$ cat src/rtl/pws_pkg.sv
`timescale 1ns/1ps
package pws_pkg;

  typedef enum logic [1:0] {
    ST_IDLE = 2'd0,
    ST_FWD  = 2'd1,
    ST_DROP = 2'd2
  } sw_state_e;

  localparam int EOP_CODE = 0;
  localparam int EEP_CODE = 1;

endpackage

$ cat src/rtl/pws_rr_arb.sv
`timescale 1ns/1ps
module pws_rr_arb #(
  parameter int N  = 3,
  parameter int PW = 2
) (
  input  logic          clk,
  input  logic          rst_n,
  input  logic [N-1:0]  req,
  input  logic          adv,
  output logic          gnt_vld,
  output logic [PW-1:0] gnt_idx
);

  logic [PW-1:0] ptr_q, ptr_d;
  logic          ptr_en;

  // search from ptr_q upward, wrapping; the lowest offset wins
  always_comb begin
    int t;
    gnt_vld = 1'b0;
    gnt_idx = '0;
    for (int off = N - 1; off >= 0; off--) begin
      t = int'(ptr_q) + off;
      if (t >= N) t = t - N;
      if (req[t]) begin
        gnt_vld = 1'b1;
        gnt_idx = PW'(t);
      end
    end
  end

  always_comb begin
    ptr_en = adv && gnt_vld;
    ptr_d  = ptr_q;
    if (ptr_en) begin
      if (int'(gnt_idx) == N - 1) ptr_d = '0;
      else                        ptr_d = gnt_idx + PW'(1);
    end
  end

  always_ff @(posedge clk or negedge rst_n) begin
    if (!rst_n)      ptr_q <= '0;
    else if (ptr_en) ptr_q <= ptr_d;
  end


  gnt_req_chk: assert property (@(posedge clk) disable iff (!rst_n)
    gnt_vld |-> req[gnt_idx]);


  ptr_moves_chk: assert property (@(posedge clk) disable iff (!rst_n)
    (adv && gnt_vld) |=> (ptr_q != $past(gnt_idx)));

endmodule

$ cat src/rtl/pws_xbar.sv
`timescale 1ns/1ps
module pws_xbar #(
  parameter int N  = 3,
  parameter int DW = 8,
  parameter int PW = 2
) (
  input  logic [PW-1:0]   rd_port,
  input  logic [PW-1:0]   wr_port,
  input  logic            rd_go,
  input  logic            wr_go,
  input  logic [N-1:0]    rx_empty,
  input  logic [N-1:0]    rx_ctrl,
  input  logic [N*DW-1:0] rx_data,
  input  logic [N-1:0]    tx_full,
  output logic [N-1:0]    rx_rd,
  output logic [N-1:0]    tx_wr,
  output logic [N-1:0]    tx_ctrl,
  output logic [N*DW-1:0] tx_data,
  output logic            sel_empty,
  output logic            sel_full,
  output logic            sel_ctrl,
  output logic [DW-1:0]   sel_data
);

  // input side: one selected source
  always_comb begin
    sel_empty = 1'b1;
    sel_ctrl  = 1'b0;
    sel_data  = '0;
    sel_full  = 1'b1;
    for (int i = 0; i < N; i++) begin
      if (rd_port == PW'(i)) begin
        sel_empty = rx_empty[i];
        sel_ctrl  = rx_ctrl[i];
        sel_data  = rx_data[i*DW +: DW];
      end
      if (wr_port == PW'(i)) sel_full = tx_full[i];
    end
  end

  // per-port strobes and output steering
  for (genvar g = 0; g < N; g++) begin : g_port
    assign rx_rd[g]              = rd_go && (rd_port == PW'(g));
    assign tx_wr[g]              = wr_go && (wr_port == PW'(g));
    assign tx_ctrl[g]            = (wr_port == PW'(g)) && sel_ctrl;
    assign tx_data[g*DW +: DW]   = (wr_port == PW'(g)) ? sel_data : '0;
  end

endmodule

$ cat src/rtl/pws_ctrl.sv
`timescale 1ns/1ps
module pws_ctrl
  import pws_pkg::*;
#(
  parameter int N  = 3,
  parameter int DW = 8,
  parameter int PW = 2
) (
  input  logic          clk,
  input  logic          rst_n,
  input  logic          gnt_vld,
  input  logic [PW-1:0] gnt_idx,
  input  logic          sel_empty,
  input  logic          sel_full,
  input  logic          sel_ctrl,
  input  logic [DW-1:0] sel_data,
  output logic [PW-1:0] rd_port,
  output logic [PW-1:0] wr_port,
  output logic          rd_go,
  output logic          wr_go,
  output logic          adv
);

  sw_state_e     st_q, st_d;
  logic [PW-1:0] src_q, dst_q;
  logic          src_en, dst_en;
  logic          is_end;

  assign is_end  = sel_ctrl && ((sel_data == DW'(EOP_CODE)) || (sel_data == DW'(EEP_CODE)));
  assign wr_port = dst_q;

  always_comb begin
    st_d    = st_q;
    src_en  = 1'b0;
    dst_en  = 1'b0;
    rd_go   = 1'b0;
    wr_go   = 1'b0;
    adv     = 1'b0;
    rd_port = src_q;
    case (st_q)
      ST_IDLE: begin
        rd_port = gnt_idx;
        if (gnt_vld) begin
          rd_go = 1'b1;
          adv   = 1'b1;
          if (!sel_ctrl) begin
            src_en = 1'b1;
            if (sel_data < DW'(N)) begin
              dst_en = 1'b1;
              st_d   = ST_FWD;
            end else begin
              st_d   = ST_DROP;
            end
          end
        end
      end
      ST_FWD: begin
        if (!sel_empty && !sel_full) begin
          rd_go = 1'b1;
          wr_go = 1'b1;
          if (is_end) st_d = ST_IDLE;
        end
      end
      ST_DROP: begin
        if (!sel_empty) begin
          rd_go = 1'b1;
          if (is_end) st_d = ST_IDLE;
        end
      end
      default: st_d = ST_IDLE;
    endcase
  end

  always_ff @(posedge clk or negedge rst_n) begin
    if (!rst_n) begin
      st_q  <= ST_IDLE;
      src_q <= '0;
      dst_q <= '0;
    end else begin
      st_q <= st_d;
      if (src_en) src_q <= gnt_idx;
      if (dst_en) dst_q <= sel_data[PW-1:0];
    end
  end


  drop_silent_chk: assert property (@(posedge clk) disable iff (!rst_n)
    (st_q == ST_DROP) |-> !wr_go);


  end_release_chk: assert property (@(posedge clk) disable iff (!rst_n)
    (wr_go && sel_ctrl && (sel_data <= DW'(EEP_CODE))) |=> (st_q == ST_IDLE));


  ctrl_keep_chk: assert property (@(posedge clk) disable iff (!rst_n)
    (wr_go && sel_ctrl && (sel_data > DW'(EEP_CODE))) |=> (st_q == ST_FWD));

endmodule

$ cat src/rtl/pw_switch.sv
`timescale 1ns/1ps
module pw_switch #(
  parameter int NPORTS = 3,
  parameter int DW     = 8
) (
  input  logic                 clk,
  input  logic                 rst_n,
  input  logic [NPORTS-1:0]    rx_empty,
  output logic [NPORTS-1:0]    rx_rd,
  input  logic [NPORTS-1:0]    rx_ctrl,
  input  logic [NPORTS*DW-1:0] rx_data,
  input  logic [NPORTS-1:0]    tx_full,
  output logic [NPORTS-1:0]    tx_wr,
  output logic [NPORTS-1:0]    tx_ctrl,
  output logic [NPORTS*DW-1:0] tx_data
);

  localparam int PW = (NPORTS > 1) ? $clog2(NPORTS) : 1;

  logic          gnt_vld, adv;
  logic [PW-1:0] gnt_idx, rd_port, wr_port;
  logic          rd_go, wr_go;
  logic          sel_empty, sel_full, sel_ctrl;
  logic [DW-1:0] sel_data;

  pws_rr_arb #(.N(NPORTS), .PW(PW)) u_arb (
    .clk     (clk),
    .rst_n   (rst_n),
    .req     (~rx_empty),
    .adv     (adv),
    .gnt_vld (gnt_vld),
    .gnt_idx (gnt_idx)
  );

  pws_ctrl #(.N(NPORTS), .DW(DW), .PW(PW)) u_ctrl (
    .clk       (clk),
    .rst_n     (rst_n),
    .gnt_vld   (gnt_vld),
    .gnt_idx   (gnt_idx),
    .sel_empty (sel_empty),
    .sel_full  (sel_full),
    .sel_ctrl  (sel_ctrl),
    .sel_data  (sel_data),
    .rd_port   (rd_port),
    .wr_port   (wr_port),
    .rd_go     (rd_go),
    .wr_go     (wr_go),
    .adv       (adv)
  );

  pws_xbar #(.N(NPORTS), .DW(DW), .PW(PW)) u_xbar (
    .rd_port   (rd_port),
    .wr_port   (wr_port),
    .rd_go     (rd_go),
    .wr_go     (wr_go),
    .rx_empty  (rx_empty),
    .rx_ctrl   (rx_ctrl),
    .rx_data   (rx_data),
    .tx_full   (tx_full),
    .rx_rd     (rx_rd),
    .tx_wr     (tx_wr),
    .tx_ctrl   (tx_ctrl),
    .tx_data   (tx_data),
    .sel_empty (sel_empty),
    .sel_full  (sel_full),
    .sel_ctrl  (sel_ctrl),
    .sel_data  (sel_data)
  );


  one_reader_chk: assert property (@(posedge clk) disable iff (!rst_n)
    $onehot0(rx_rd));


  one_writer_chk: assert property (@(posedge clk) disable iff (!rst_n)
    $onehot0(tx_wr));


  no_underflow_chk: assert property (@(posedge clk) disable iff (!rst_n)
    (rx_rd & rx_empty) == '0);


  no_overflow_chk: assert property (@(posedge clk) disable iff (!rst_n)
    (tx_wr & tx_full) == '0);


  paired_move_chk: assert property (@(posedge clk) disable iff (!rst_n)
    (tx_wr != '0) |-> (rx_rd != '0));

endmodule

$ cat config.mk
export PLATFORM = sky130hd
export DESIGN_NAME = pw_switch
export DESIGN_NICKNAME = d
export VERILOG_FILES = /design/src/rtl/pws_pkg.sv /design/src/rtl/pws_rr_arb.sv /design/src/rtl/pws_xbar.sv /design/src/rtl/pws_ctrl.sv /design/src/rtl/pw_switch.sv
export SDC_FILE = /design/constraint.sdc
export NUM_CORES = 1
export LEC_CHECK = 0
export ABC_CLOCK_PERIOD_IN_PS = 11900
export BUFFER_PORTS_ARGS = -buffer_cell sky130_fd_sc_hd__buf_2
export CAP_MARGIN = 20
export CORE_MARGIN = 5
export CORE_UTILIZATION = 48
export CTS_CLUSTER_SIZE = 20
export DETAILED_ROUTE_END_ITERATION = 16
export GPL_TIMING_DRIVEN = 0
export PLACE_DENSITY = 0.85
export SYNTH_ARGS = -nofsm -noshare
export SYNTH_HDL_FRONTEND = slang
export SYNTH_SLANG_ARGS = --single-unit
$ cat constraint.sdc
create_clock -name clk -period 11.9 [get_ports clk]
set_clock_uncertainty 0.05 [all_clocks]
set_input_delay 3.57 -clock clk [delete_from_list [all_inputs] [get_ports clk]]
set_output_delay 3.57 -clock clk [all_outputs]
set_load 0.02 [all_outputs]
# Word-level counts from Yosys, hierarchy flattened
# Cells that the tools add are included.
# W data, S select, Z words.
[totals]
regBits = 8
input_bits = 35
wordCells = 105
[op_classes]
add_sub_neg = 6
order_cmp = 7
n_eq_ne = 12
muxes = 55
bitwise = 1
n_reduce_logical = 20
[ops]
columns = ["operator", "n"]
rows = [
  ["$lt A32 B4 Y1 const B", 3],
  ["$mux W32", 3],
  ["$ge A32 B3 Y1 const B", 2],
  ["$sub A32 B3 Y32 const B", 2],
  ["$mux W8", 6],
  ["$mux W1", 30],
  ["$mux W2", 11],
  ["$logic_and A1 B1 Y1", 12],
  ["$eq A2 B2 Y1 const B", 4],
  ["$eq A8 B1 Y1 const B", 1],
  ["$logic_not A8 Y1", 1],
  ["$lt A8 B2 Y1 const B", 1],
  ["$bmux W1 S2", 3],
  ["$eq A2 B1 Y1 const B", 3],
  ["$logic_not A2 Y1", 3],
  ["$ne A2 B2 Y1 const B", 3],
  ["$pmux W2 S3", 1],
  ["$reduce_and A4 Y1", 1],
  ["$add A2 B1 Y3 const B", 1],
  ["$add A2 B2 Y3 const B", 1],
  ["$not A3 Y3", 1],
  ["$pmux W1 S3", 1],
  ["$sub A2 B2 Y3 const B", 1],
  ["$add A2 B1 Y2 const B", 1],
  ["other kinds (4)", 5],
]

# Logic depth before layout (Yosys ltp)
[depth]
ltp_word = 20
ltp_mapped = 14

# By module
# Synthesis repeated with hierarchy kept, for this count alone.
[unflattened]
cells_unflattened = 171
area_unflattened_um2 = 1288.7
[by_module_without_submodules]
columns = ["module", "n_inst", "cells_each", "area_each_um2"]
rows = [
  ["pws_xbar", 1, 87, 518.0],
  ["pws_ctrl", 1, 39, 422.9],
  ["pws_rr_arb", 1, 42, 336.6],
  ["pw_switch", 1, 3, 11.3],
]

# Least setup slack after synthesis
# OpenSTA, ideal clock, no wires.
[synth_path]
kind = "input to output"
startpoint = "in rx_empty[0]"
endpoint = "out rx_rd[1]"
arrival_ps = 5695
slack_ps = 2585
path_stages = 9
path_cell_list = "mux2_4 -> o2111a_1 -> a311o_2 -> buf_2 -> a21o_1 -> o22ai_1 -> o21ai_0 -> a211o_1 -> nor2b_1"
[synth_between]
elab_chain_len = 17
word_cells_on_any_way = 30
[synth_lines]
columns = ["element", "line_no", "text"]
rows = [
  ["start: declaration", "pw_switch.sv:8", "input logic [NPORTS-1:0] rx_empty,"],
  ["$not A3 Y3", "pw_switch.sv:29", ".req (~rx_empty),"],
  ["$bmux W1 S2", "pws_rr_arb.sv:25", "if (req[t]) begin"],
  ["$mux W1 (implied by the code) (2 in series)", "pws_rr_arb.sv:25", ""],
  ["$mux W2 (3 in series)", "pws_rr_arb.sv:25", ""],
  ["$mux W2", "pws_ctrl.sv:40", "case (st_q)"],
  ["$logic_not A2 Y1", "pws_xbar.sv:32", "if (rd_port == PW'(i)) begin"],
  ["$mux W1 (3 in series)", "pws_xbar.sv:32", ""],
  ["$logic_not A1 Y1", "pws_ctrl.sv:58", "if (!sel_empty && !sel_full) begin"],
  ["$logic_and A1 B1 Y1", "pws_ctrl.sv:58", ""],
  ["$mux W1", "pws_ctrl.sv:58", ""],
  ["$pmux W1 S3", "pws_ctrl.sv:40", ""],
  ["$logic_and A1 B1 Y1 *", "pws_xbar.sv:43", "assign rx_rd[g] = rd_go && (rd_port == PW'(g));"],
  ["end: declaration", "pw_switch.sv:9", "output logic [NPORTS-1:0] rx_rd,"],
]
# Mark *: on every way between the ends. The rest lies on a longest branch, timed or not. The select of a mux whose other input is x is not followed.

# Final worst setup path
[layout_path]
startpoint = "in rx_empty[1]"
endpoint = "out rx_rd[1]"
# The elaborated chain is that of the path after synthesis.

==> results.yml <==
pwr:
  vdd_drop_max_v: 0.000219
  p_leak_nw: 0.862
  p_per_area_mw_per_mm2: 311
  p_sw_share_pct: 57.2
  power_frac_comb_pct: 86.7
  power_uw: 496
  p_int_uw: 212
  pwr-share-seq_pct: 9.5
  power.switching_uw: 284
  p_clk_share_pct: 3.8
drt:
  antenna_left: 0
  drc_errors: 0
  drtIter0Drc: 108
  detailroute.via_count: 1428
  dr.pass1.iters: 4
  viasPerCell: 5.39
  drt-total-wl_mm: 3.53
  wl_per_cell_um: 13.3
clock_network:
  post_cts_buffers: 0
  cts_resized: 0
  clock_sinks: 8
  h-tree-depth: 1
  clock_latency_ns: 0.24
  clockRootBuffer: "clkbuf_4"
  cts_tree: "done"
  cts_buffers: 3
  cts.clk_slew.worst_paths_ns: 0.05
  holdBufCountCts: 0
  clockBufferDepth: 2
final_layout:
  utilization_pct: 65.5
  syn2layout_area_growth_pct: 33.0
  diodes: 0
  final_cells: 265
  fin_nets: 280
  postLayoutCellArea_mm2: 0.00159
  layout-drive-gt1-share_pct: 36.2
yosys:
  synth.distinct_cells: 44
  syn_area_per_cell_um2: 7.26
  ys.flop_type: "dfrtp_1"
  yosysWarnings: 0
  ys_seq_area_share_pct: 16.7
  synth_edf_count: 0
  synthArstFlopShare_pct: 100
  synth-seq-cells: 8
  synth_area_mm2: 0.00120
  synth_nets: 208
  synthCells: 165
placement:
  dp_cells: 262
  post_dp_cell_area_mm2: 0.00157
  hpwlAfterDp_mm: 3.00
  gp_congestion: 0.855
  place_ws_ns: 2.32
  portBuffers: 67
critical_path:
  worst_setup_path_end_kind: "primary output"
  cp_common_cell: "buf_2"
  cp_slowest_cell: "a311o_2"
  cp-start-kind: "primary input"
  crit_path_cell_trace: "buf_2, mux2_4, o2111a_1, a311o_2, buf_2, a21o_1, o22ai_1, o21ai_0, a211o_1, nor2b_1, buf_2"
  cp_slowest_stage_delay_ns: 0.43
  worstPathArrival_ns: 5.99
  reg2reg_slack_ns: 8.60
  r2r-start: "u_arb.ptr_q[1]"
  r2r_end: "u_ctrl.st_q[0]"
  worstPathRequired_ns: 8.28
  reg2reg_depth: 11
  cp_max_fo: 10
  critPathKind: "in2out"
global_route:
  first_global_vias: 1265
  grt_max_degree: 11
  grt_overflow: 0
  track_usage_pct: 19.6
  met1_usage_pct: 26.8
  antenna_found_initial: 0
  use_met2_pct: 31.9
  use_met3_pct: 1.73
  grt-busiest-layer: "met2"
  grt_pass1_wl_mm: 5.54
hold_path:
  holdCritPathClass: "reg2reg"
  hold_path_startpoint: "u_ctrl.src_q[1]"
  holdPathEnd: "u_ctrl.src_q[1]"
  min_path_cells: 1
timing:
  fin_ws_ns: 2.29
  min_period_ns: 9.61
  rsz0062_at_grt: "no"
  hold-worst-slack_ns: 0.449
  finalSetupViolCount: 0
  fmax_ghz: 0.104
  max_slew.worst_pin.slew_ns: 0.635
  setup_tns_ns: 0
  fin_crit_sh_pct: 80.7
  max_slew_margin_pct: 57.5
  finalHoldViolCount: 0
  finalMaxSlewViolations: 0
floorplan:
  initial_utilization_pct: 49.3
  die_width_um: 60.0
  die_area_mm2: 0.00360
  die_h_um: 60.0
  ioPinCount: 68
  core_area_mm2: 0.00243
  rows: 18
run:
  cap_viol_max_count: 0
outcome:
  status: "complete, no violations"
cell usage after synthesis (all sizes together) (2+ instances only):
cell / n / area, µm²
a211o: 2 / 17.5
a211oi: 2 / 15.0
a21o: 4 / 30.0
a21oi: 11 / 66.3
buf: 6 / 42.5
clkbuf: 2 / 7.51
dfrtp: 8 / 200
ha: 8 / 100
inv: 9 / 33.8
mux2: 4 / 48.8
mux2i: 9 / 90.1
nand2: 11 / 41.3
nand2b: 4 / 25.0
nor2: 43 / 161
nor2b: 7 / 51.3
nor4: 2 / 18.8
o211ai: 3 / 22.5
o21ai: 7 / 35.0
o22ai: 2 / 12.5
o2bb2ai: 5 / 43.8
or2: 2 / 12.5
placed cells by master, fill, tap and decap left out, drive strengths merged:
cell / Yosys / routed
a22o: 1 / 1
a41oi: 1 / 1
nand3: 1 / 1
a311o: 1 / 1
nor2: 43 / 43
buf: 6 / 73
inv: 9 / 9
nor2b: 7 / 7
clkbuf: 2 / 5
o31ai: 1 / 1
a211oi: 2 / 2
a31o: 1 / 1
o22ai: 2 / 2
nand4b: 1 / 1
a21o: 4 / 4
o211ai: 3 / 3
a2bb2oi: 1 / 1
o21ai: 7 / 7
a221oi: 1 / 1
o2111a: 1 / 1
or2: 2 / 2
nand2: 11 / 11
o22a: 1 / 1
o2bb2ai: 5 / 5
nor4: 2 / 2
mux2: 4 / 4
ha: 8 / 8
o2111ai: 1 / 1
a211o: 2 / 2
o311a: 1 / 1
mux2i: 9 / 9
and2b: 1 / 1
nand2b: 4 / 4
a21oi: 11 / 11
dfrtp: 8 / 8
layout make-up:
class / count / area, µm²
timing repair buffer: 67 / 335
sequential: 8 / 200
clock buffer: 3 / 22.5
multi-input combinational: 140 / 915
inverter: 9 / 33.8
fill: 224 / 838
buffer: 8 / 50.0
tap: 30 / 37.5
power by group through the flow:
| stage | Combinational (mW) | Sequential, mW | Clock, mW |
|---|---|---|---|
| CTS | 0.431 | 0.0473 | 0.0196 |
| detailed placement | 0.429 | 0.0478 | 0 |
| floorplan | 0.324 | 0.0452 | 0 |
| finish | 0.430 | 0.0472 | 0.0186 |
| global placement | 0.422 | 0.0470 | 0 |
| global route | 0.472 | 0.0492 | 0.0200 |
critical path, delay by kind of cell:
kind            cells  cell delay [ns]
buf+inv             3             0.51
mux                 1             0.27
compound gates      6             1.52
simple gates        1             0.10
flip-flops by register name (all words and copies together), names as in the netlist:
| name | flops |
|---|---|
| u_arb.ptr_q | 2 |
| u_ctrl.src_q | 2 |
| u_ctrl.st_q | 2 |
| u_ctrl.wr_port | 2 |
worst max-delay path by stage:
stage           startpoint       end  slack (ns)  depth (start not counted)
2_1_floorplan  rx_empty[0]  rx_rd[1]        2.58                          9
3_3_place_gp   rx_empty[1]  rx_rd[1]        2.33                         11
3_5_place_dp   rx_empty[1]  rx_rd[1]        2.32                         11
4_1_cts        rx_empty[1]  rx_rd[1]        2.31                         11
5_1_grt        rx_empty[1]  rx_rd[1]        2.09                         11
6_report       rx_empty[1]  rx_rd[1]        2.29                         11
layer usage:
metal  routed length [µm]  share of wire [%]
met4                   16               0.45
met3                  287                8.1
met5                    0                  0
met2                 1740                 49
met1                 1480                 42
cells by family after synthesis:
logic type	share of synthesized area [%]
buf+inv	6.99
compound gates	28.7
mux	11.6
simple gates	27.7
fa+ha+maj	8.35
flops	16.7
Power figures use the tool's default switching activity.
